### src/rtl/gbx_pkg.sv
package gbx_pkg;
   // Width of a counter that must hold the value max_val.
   function automatic int gbx_cnt_bits(input int max_val);
      int w;
      w = 1;
      while ((1 << w) <= max_val) w++;
      return w;
   endfunction
endpackage

### src/rtl/gbx_polarity.sv
module gbx_polarity #(
   parameter int W = 40
) (
   input  logic         inv,
   input  logic [W-1:0] d_in,
   output logic [W-1:0] d_out
);
   for (genvar i = 0; i < W; i++) begin : g_bit
      assign d_out[i] = d_in[i] ^ inv;
   end
endmodule

### src/rtl/gbx_slip_edge.sv
module gbx_slip_edge #(
   parameter int OUT_W = 64
) (
   input  logic clk,
   input  logic rst,
   input  logic slip_en,
   input  logic slip,
   output logic take
);
   localparam int OW = gbx_pkg::gbx_cnt_bits(OUT_W - 1);
   localparam logic [OW-1:0] OFS_MAX = OW'(OUT_W - 1);

   logic          slip_q;
   logic [OW-1:0] ofs_q;

   assign take = slip_en & slip & ~slip_q;

   always_ff @(posedge clk) begin
      if (rst) begin
         slip_q <= 1'b0;
         ofs_q  <= '0;
      end else begin
         slip_q <= slip;
         if (take) ofs_q <= (ofs_q == OFS_MAX) ? '0 : ofs_q + OW'(1);
      end
   end

   // a held level never produces two slips in a row
   p_take_gap_r6: assert property (@(posedge clk) disable iff (rst) take |=> !take);
   // offset wraps to zero after the last position
   p_ofs_wrap_r8: assert property (@(posedge clk) disable iff (rst)
      (take && ofs_q == OFS_MAX) |=> ofs_q == '0);
   // with slipping disabled the offset does not move
   p_ofs_idle_r7: assert property (@(posedge clk) disable iff (rst)
      !slip_en |=> ofs_q == $past(ofs_q));
   // offset never leaves its range
   p_ofs_range_r8: assert property (@(posedge clk) disable iff (rst) ofs_q <= OFS_MAX);
endmodule

### src/rtl/gbx_pack.sv
module gbx_pack #(
   parameter int IN_W  = 40,
   parameter int OUT_W = 64
) (
   input  logic             clk,
   input  logic             rst,
   input  logic [IN_W-1:0]  d_in,
   input  logic             drop,
   output logic [OUT_W-1:0] d_out,
   output logic             d_vld
);
   localparam int BUF_W = OUT_W + IN_W;
   localparam int CW    = gbx_pkg::gbx_cnt_bits(BUF_W);
   localparam logic [CW-1:0] IN_C  = CW'(IN_W);
   localparam logic [CW-1:0] OUT_C = CW'(OUT_W);

   logic [BUF_W-1:0] bits_q, merged, ext;
   logic [CW-1:0]    cnt_q, total;

   always_comb begin
      merged = bits_q | (BUF_W'(d_in) << cnt_q);
      ext    = drop ? (merged >> 1) : merged;
      total  = cnt_q + IN_C - CW'(drop);
   end

   always_ff @(posedge clk) begin
      if (rst) begin
         bits_q <= '0;
         cnt_q  <= '0;
         d_out  <= '0;
         d_vld  <= 1'b0;
      end else if (total >= OUT_C) begin
         d_out  <= ext[OUT_W-1:0];
         d_vld  <= 1'b1;
         bits_q <= ext >> OUT_W;
         cnt_q  <= total - OUT_C;
      end else begin
         bits_q <= ext;
         cnt_q  <= total;
         d_vld  <= 1'b0;
      end
   end

   // the residue never holds a full word once a cycle has ended
   p_cnt_bound_r3: assert property (@(posedge clk) disable iff (rst) cnt_q < OUT_C);
   // an emitted word lowers the residue below what was added
   p_emit_drop_r3: assert property (@(posedge clk) disable iff (rst)
      d_vld |-> cnt_q < IN_C);
endmodule

### src/rtl/rx_gearbox.sv
module rx_gearbox #(
   parameter int IN_W  = 40,
   parameter int OUT_W = 64
) (
   input  logic             clk,
   input  logic             rst,
   input  logic [IN_W-1:0]  rx_word,
   input  logic             pol_inv,
   input  logic             slip_en,
   input  logic             slip,
   output logic [OUT_W-1:0] word_out,
   output logic             word_vld
);
   // parameter legality
   if (IN_W < 1 || IN_W >= OUT_W) begin : g_bad_order
      $error("rx_gearbox: IN_W must be at least 1 and smaller than OUT_W");
   end
   if (OUT_W == 2 * IN_W || OUT_W == 4 * IN_W) begin : g_bad_ratio
      $error("rx_gearbox: a 2x or 4x ratio does not need this gearbox");
   end

   logic [IN_W-1:0] pol_word;
   logic            take;

   gbx_polarity #(.W(IN_W)) pol_i (
      .inv   (pol_inv),
      .d_in  (rx_word),
      .d_out (pol_word)
   );

   gbx_slip_edge #(.OUT_W(OUT_W)) slip_i (
      .clk     (clk),
      .rst     (rst),
      .slip_en (slip_en),
      .slip    (slip),
      .take    (take)
   );

   gbx_pack #(.IN_W(IN_W), .OUT_W(OUT_W)) pack_i (
      .clk   (clk),
      .rst   (rst),
      .d_in  (pol_word),
      .drop  (take),
      .d_out (word_out),
      .d_vld (word_vld)
   );

   // reset forces the strobe low on the following cycle
   p_vld_rst_r1: assert property (@(posedge clk) rst |=> !word_vld);
endmodule

### config.mk
export PLATFORM = sky130hd
export DESIGN_NAME = rx_gearbox
export DESIGN_NICKNAME = d
export VERILOG_FILES = /design/src/rtl/gbx_pkg.sv /design/src/rtl/gbx_polarity.sv /design/src/rtl/gbx_slip_edge.sv /design/src/rtl/gbx_pack.sv /design/src/rtl/rx_gearbox.sv
export SDC_FILE = /design/constraint.sdc
export NUM_CORES = 1
export LEC_CHECK = 0
export ABC_CLOCK_PERIOD_IN_PS = 5330
export BUFFER_PORTS_ARGS = -buffer_cell sky130_fd_sc_hd__buf_2
export CAP_MARGIN = 40
export CORE_UTILIZATION = 40
export CTS_BUF_LIST = sky130_fd_sc_hd__clkbuf_2
export DETAILED_ROUTE_END_ITERATION = 10
export PLACE_DENSITY_LB_ADDON = 0.15
export SYNTH_ARGS = -nofsm -noshare
export SYNTH_HDL_FRONTEND = slang
export SYNTH_SLANG_ARGS = --single-unit
### constraint.sdc
create_clock -name clk -period 5.33 [get_ports clk]
set_clock_uncertainty 0.2 [all_clocks]
set_input_delay 0.2665 -clock clk [delete_from_list [all_inputs] [get_ports clk]]
set_output_delay 0.2665 -clock clk [all_outputs]
set_load 0.05 [all_outputs]
==> Word level (Yosys, flattened, before mapping) <==
Index checks and enable logic that the tools add are counted.
{ "totals": {"reg_bits": 177, "input_bits": 45, "out_inout_bits": 65, "elab_cells": 60} }
{ "classes": {"add_sub_neg": 3, "magnitude_cmp": 1, "n_shift": 1, "muxes": 4, "bitwise_logic": 44, "n_reduce_logical": 1} }
{ "op_table": {"columns": ["cell", "count"], "rows": [
  ["$mux W104", 1],
  ["$or A104 B104 Y104", 1],
  ["$shl A40 B7 Y104", 1],
  ["$mux W40", 1],
  ["$xor A1 B1 Y1", 40],
  ["$add A7 B6 Y7 const B", 1],
  ["$ge A7 B7 Y1 const B", 1],
  ["$mux W7", 1],
  ["$sub A7 B1 Y7", 1],
  ["$sub A7 B7 Y7 const B", 1],
  ["$and A1 B1 Y1", 2],
  ["$reduce_or A2 Y1", 1],
  ["$mux W1", 1],
  ["$not A1 Y1", 1]
]} }

==> Longest topological paths before layout <==
{ "depth": {"depth_word": 5, "depth_mapped": 19, "depth_no_buf": 15} }

==> Hierarchy <==
A second synthesis with hierarchy kept.
{ "unflattened": {"hier_cells": 1425, "area_unflattened_um2": 12314.3} }
{ "by_module_without_submodules": {"columns": ["module", "n_inst", "cells_per_inst", "area_per_inst_um2", "seq_area_each_um2"], "rows": [
  ["gbx_pack", 1, 1377, 11857.6, 3523.4],
  ["gbx_polarity", 1, 45, 421.7, 0.0],
  ["gbx_slip_edge", 1, 3, 35.0, 20.0]
]} }

==> Worst setup path before layout <==
No wires, ideal clock.
{ "synth_path": {"path_kind": "in2reg", "start": "input slip_en", "end": "register pack_i.d_out[62]", "setup_time_ns": 0.122, "t_arrival_ns": 3.931, "required_time_ns": 5.008, "setup_slack_ns": 1.078, "cell_stages": 19, "path_buffers": 4, "path_cell_list": "nand2_1 > or2_2 > clkbuf_1 > clkinv_1 > clkbuf_1 > clkbuf_1 > ha_1 > inv_1 > ha_1 > a21o_1 > a21o_1 > a211oi_2 > xnor2_1 > nand2b_1 > clkbuf_1 > clkinv_1 > nand2_1 > nor2_1 > a221o_1"} }
{ "synth_via": {"elab_chain_cells": 4, "word_cells_on_any_way": 5, "cone_classes": "add/sub (1); order compare (1); mux (1); bitwise (2)"} }
{ "synth_rtl": {"columns": ["element", "line", "text"], "rows": [
  ["start, declared", "rx_gearbox.sv:9", "input logic slip_en,"],
  ["$and A1 B1 Y1 (*) (2 in series)", "gbx_slip_edge.sv:16", "assign take = slip_en & slip & ~slip_q;"],
  ["$sub A7 B1 Y7", "gbx_pack.sv:23", "total = cnt_q + IN_C - CW'(drop);"],
  ["$ge A7 B7 Y1", "gbx_pack.sv:32", "end else if (total >= OUT_C) begin"],
  ["end signal, assigned", "gbx_pack.sv:33", "d_out <= ext[OUT_W-1:0];"],
  ["end, declared", "gbx_pack.sv:9", "output logic [OUT_W-1:0] d_out,"]
]} }
Mark *: on every way between the ends. The rest lies on a longest branch, timed or not.
A chain may end at the register's enable or synchronous reset.

==> Worst setup path in the final report <==
{ "layout_path": {"start": "register pack_i.cnt_q[0]", "end": "register pack_i.bits_q[8]"} }
{ "layout_via": {"elab_chain_cells": 4, "word_cells_on_any_way": 7, "cone_classes": "add/sub (2); order compare (1); shift (1); mux (2); bitwise (1)"} }
{ "layout_rtl": {"columns": ["element", "line", "text"], "rows": [
  ["start, declared", "gbx_pack.sv:18", "logic [CW-1:0] cnt_q, total;"],
  ["start signal, assigned", "gbx_pack.sv:36", "cnt_q <= total - OUT_C;"],
  ["start signal, assigned", "gbx_pack.sv:39", "cnt_q <= total;"],
  ["$add A7 B6 Y7 or $shl A40 B7 Y104 (tied branches)", "gbx_pack.sv:23, gbx_pack.sv:21", null],
  ["$sub A7 B1 Y7 or $or A104 B104 Y104 (tied branches)", "gbx_pack.sv:23, gbx_pack.sv:21", null],
  ["$ge A7 B7 Y1 or $mux W104 (tied branches)", "gbx_pack.sv:32, gbx_pack.sv:22", null],
  ["$mux W40 (*)", "gbx_pack.sv:32", null],
  ["end signal, assigned", "gbx_pack.sv:35", "bits_q <= ext >> OUT_W;"],
  ["end signal, assigned", "gbx_pack.sv:38", "bits_q <= ext;"],
  ["end, declared", "gbx_pack.sv:17", "logic [BUF_W-1:0] bits_q, merged, ext;"]
]} }
Marked as above.

==> impl_results.md <==
* Site row count at 63
* Final ANT Viol Nets at 0
* Max Freq at 0.234 GHz
* First-pass GRT wire length at 75.6 mm
* Via count at 12,600
* Seq cells post-synth at 177
* # H-tree levels at 4
* Fin. max-slew vios at 0
* WL/cell at 26.0 µm
* Max clock buf depth at 2
* CP cell instances: buf_4 > mux2i_1 > mux2i_1 > o211a_1 > mux2_2 > nor2_1 > a2111oi_2 > nor2_1 > a221o_1
* CP top delay family: compound AO/OA/AOI/OAI gates
* Initial DRT Pass Iterations at 6
* PortBufs at 109
* CTS tree: yes
* Total CTS buffers at 17
* Final period utilization at 80.1%
* Leakage at 5.71 nW
* Pwr Total at 8.30 mW
* Final setup fails at 0
* Max_slew headroom at 35.6%
* DR iter-0 viols at 1,533
* DRC Markers at 0
* Core area at 29,800 µm²
* Max Cap Viol at 0
* Multi-input logic area at 8060 µm²
* CTS Root Cell: clkbuf_2
* Crit path kind: reg2reg
* Worst Tran Pin Value at 0.961 ns
* Total track usage at 32.2%
* Die height at 176 µm
* Critical path buffers and inverters at 1
* Register Area at 3540 µm²
* Top Ports at 110
* Total Wirelength at 50.1 mm
* Synth warn at 0
* Mean Syn Cell Area at 8.37 µm²
* Die Area at 31,100 µm²
* Share of cells above drive strength 1 at 17.9%
* Syn Nets at 1,506
* Post-synth design cell area at 12,200 µm²
* Part of the Yosys area used for sequential elements at 29.1%
* Detailed placer's ending HPWL at 36.7 mm
* Hold/Removal Path Class: in2reg
* Share of flip-flops with an asynchronous set or reset at 0%
* R2R Setup Slk at 1.06 ns
* Setup Fix Bufs, Post-CTS at 0
* VDD IR max at 0.286 mV
* CP max stage delay at 0.77 ns
* Synth unique cells at 85
* Syn Inst Count at 1,453
* Initial core utilization at 40.8%
* EDFF count, synth at 0
* Gpl congestion at 0.933
* Grt ovf at 0
* Startpoint types: flop
* Crit-path slowest cell: dfxtp_2
* Horiz. Die Dim at 176 µm
* Final min period at 4.27 ns
* Setup TNS at 0 ns
* Top FF cell, synth: dfxtp_1
* Vias in the first global route at 11,800
* Highest net fanout along the worst path at 19
* RSZ-0062 raised after global routing: false
* Nets at 1,574
* Clock slew at reported path FFs at 0.29 ns
* P per Cell Area at 614 nW/µm²
* Layout area overhead at 11.3%
* Pin count of the biggest net entering global routing at 62
* Critical path arrival at 4.80 ns
* Initial antenna violation count at 3
* Clock Latency Late Sink at 0.81 ns
* Final number of hold-violating endpoints at 0
* Resized cells post-CTS at 0
* Layout fillers at 2,990
* CP required at 5.86 ns
* Via density at 6.52
* Status: completed
* CP Capture Type: flop
* CTS sink cnt at 177
-- layer usage --
metal	global-route usage, %	part of all wire, %	vias up	routed length, µm
met5	0	0.026	-	13
met4	12.0	3.7	2	1860
met3	6.68	9.1	112	4550
met2	50.7	45	704	22700
met1	43.2	42	6140	20900
li1	-	-	5603	-
-- cell type report --
type	instances	area share [%]
multi-input combinational	1132	59.5
clock inverter	15	1.52
inverter	18	0.499
tap	390	3.61
clock buffer	17	0.629
sequential	177	26.2
timing repair buffer	175	8.00
antenna	2	0.0370
-- sequential cells by signal, summed over array words and instances (netlist names) --
| name | cells |
|---|---|
| pack_i.cnt_q | 7 |
| pack_i.d_vld | 1 |
| pack_i.d_out | 64 |
| slip_i.slip_q | 1 |
| pack_i.bits_q | 104 |
-- final timing paths --
kind                                           to              from  cells past startpoint
worst min register to register   pack_i.d_out[51]  pack_i.d_out[51]                      2
worst max-delay path             pack_i.bits_q[8]   pack_i.cnt_q[0]                      9
worst max register to register   pack_i.bits_q[8]   pack_i.cnt_q[0]                      9
worst min-delay path            pack_i.bits_q[98]        rx_word[0]                      8
-- stage by stage --
step,hold WS [ns],util [%],setup slack [ns],cell area [µm²],std cells
2_1_floorplan,0.195,-,1.08,12200,1453
3_3_place_gp,0.232,43.9,1.06,13100,1875
3_5_place_dp,0.246,44.3,1.21,13200,1887
4_1_cts,0.105,45.4,1.18,13500,1924
5_1_grt,0.231,45.4,0.939,13500,1926
6_report,0.187,45.4,1.06,13500,1926
-- kinds of logic (layout without fill, tap and decap cells) --
group | after synthesis | in the layout | share of synthesized area [%]
xor+xnor | 31 | 31 | 2.23
flops | 177 | 177 | 29.1
buf+inv | 144 | 225 | 5.02
simple gates | 472 | 472 | 18.6
compound gates | 382 | 382 | 22.2
other cells | 1 | 3 | 0.0308
fa+ha+maj | 8 | 8 | 0.885
mux | 238 | 238 | 21.9
-- cell usage in the layout, fill, tap and decap left out, drive strengths merged, types with 7 or more instances in the layout --
cell     netlist  routed
mux2i        199     199
dfxtp        177     177
nor2         176     176
buf           35     168
nand2        109     109
o21ai         85      85
a21oi         52      52
o22ai         41      41
nor3          36      36
xnor2         30      30
nand3b        29      29
nand3         23      23
mux2          22      22
a221o         19      19
a211o         19      19
a211oi        19      19
nand4         18      18
inv           13      18
mux4          17      17
clkbuf        91      17
nor4          12      12
a31oi         11      11
a21o          11      11
a221oi        10      10
or3            9       9
o2111ai        9       9
a22oi          9       9
nand2b         9       9
o21a           8       8
o2bb2ai        7       7
o32ai          7       7
and4           7       7
ha             7       7
clkinv         5       7
or2            7       7
nor3b          7       7
-- synth_stat cells (9+ instances only) --
library cell  instances  area share [%]
nand3b_1             29             1.8
dfxtp_1             177              29
o21ai_0              80             3.3
a221o_1              19             1.6
nand2b_1              9            0.46
mux2i_1             190              16
a31oi_1              11            0.57
buf_2                17            0.70
buf_1                12            0.37
a221oi_1             10            0.72
nand3_1              23            0.95
a21o_1               11            0.68
nand4_1              18            0.93
xnor2_1              30             2.2
mux4_2               17             3.1
inv_1                12            0.37
o22ai_1              41             2.1
nor4_1               11            0.57
o2111ai_1             9            0.65
or3_1                 9            0.46
mux2_2               22             2.0
nand2_1             109             3.4
a211oi_1             18             1.1
a22oi_1               9            0.56
nor3_1               36             1.5
a21oi_1              52             2.1
nor2_1              176             5.4
clkbuf_1             91             2.8
a211o_1              19             1.4
-- where the power goes --
part / internal [mW] / switching [mW] / total [mW]
registers: 1.78 / 0.250 / 2.03
logic: 1.67 / 3.77 / 5.44
clock network: 0.314 / 0.525 / 0.839
-- worst min-delay path, cell delays in order --
cell	delay, ns
buf_2	0.12
xnor2_1	0.10
nor2_1	0.14
or2_2	0.20
a221oi_1	0.09
nand2_1	0.09
mux2i_1	0.10
nor2_1	0.08
-- timing repair --
item	4_1_cts	5_1_grt
hold buffers	5	0
setup endpoints to repair	0	0
endpoints found under the hold margin	55	0
No activity file was read; power rests on OpenSTA's default activity.
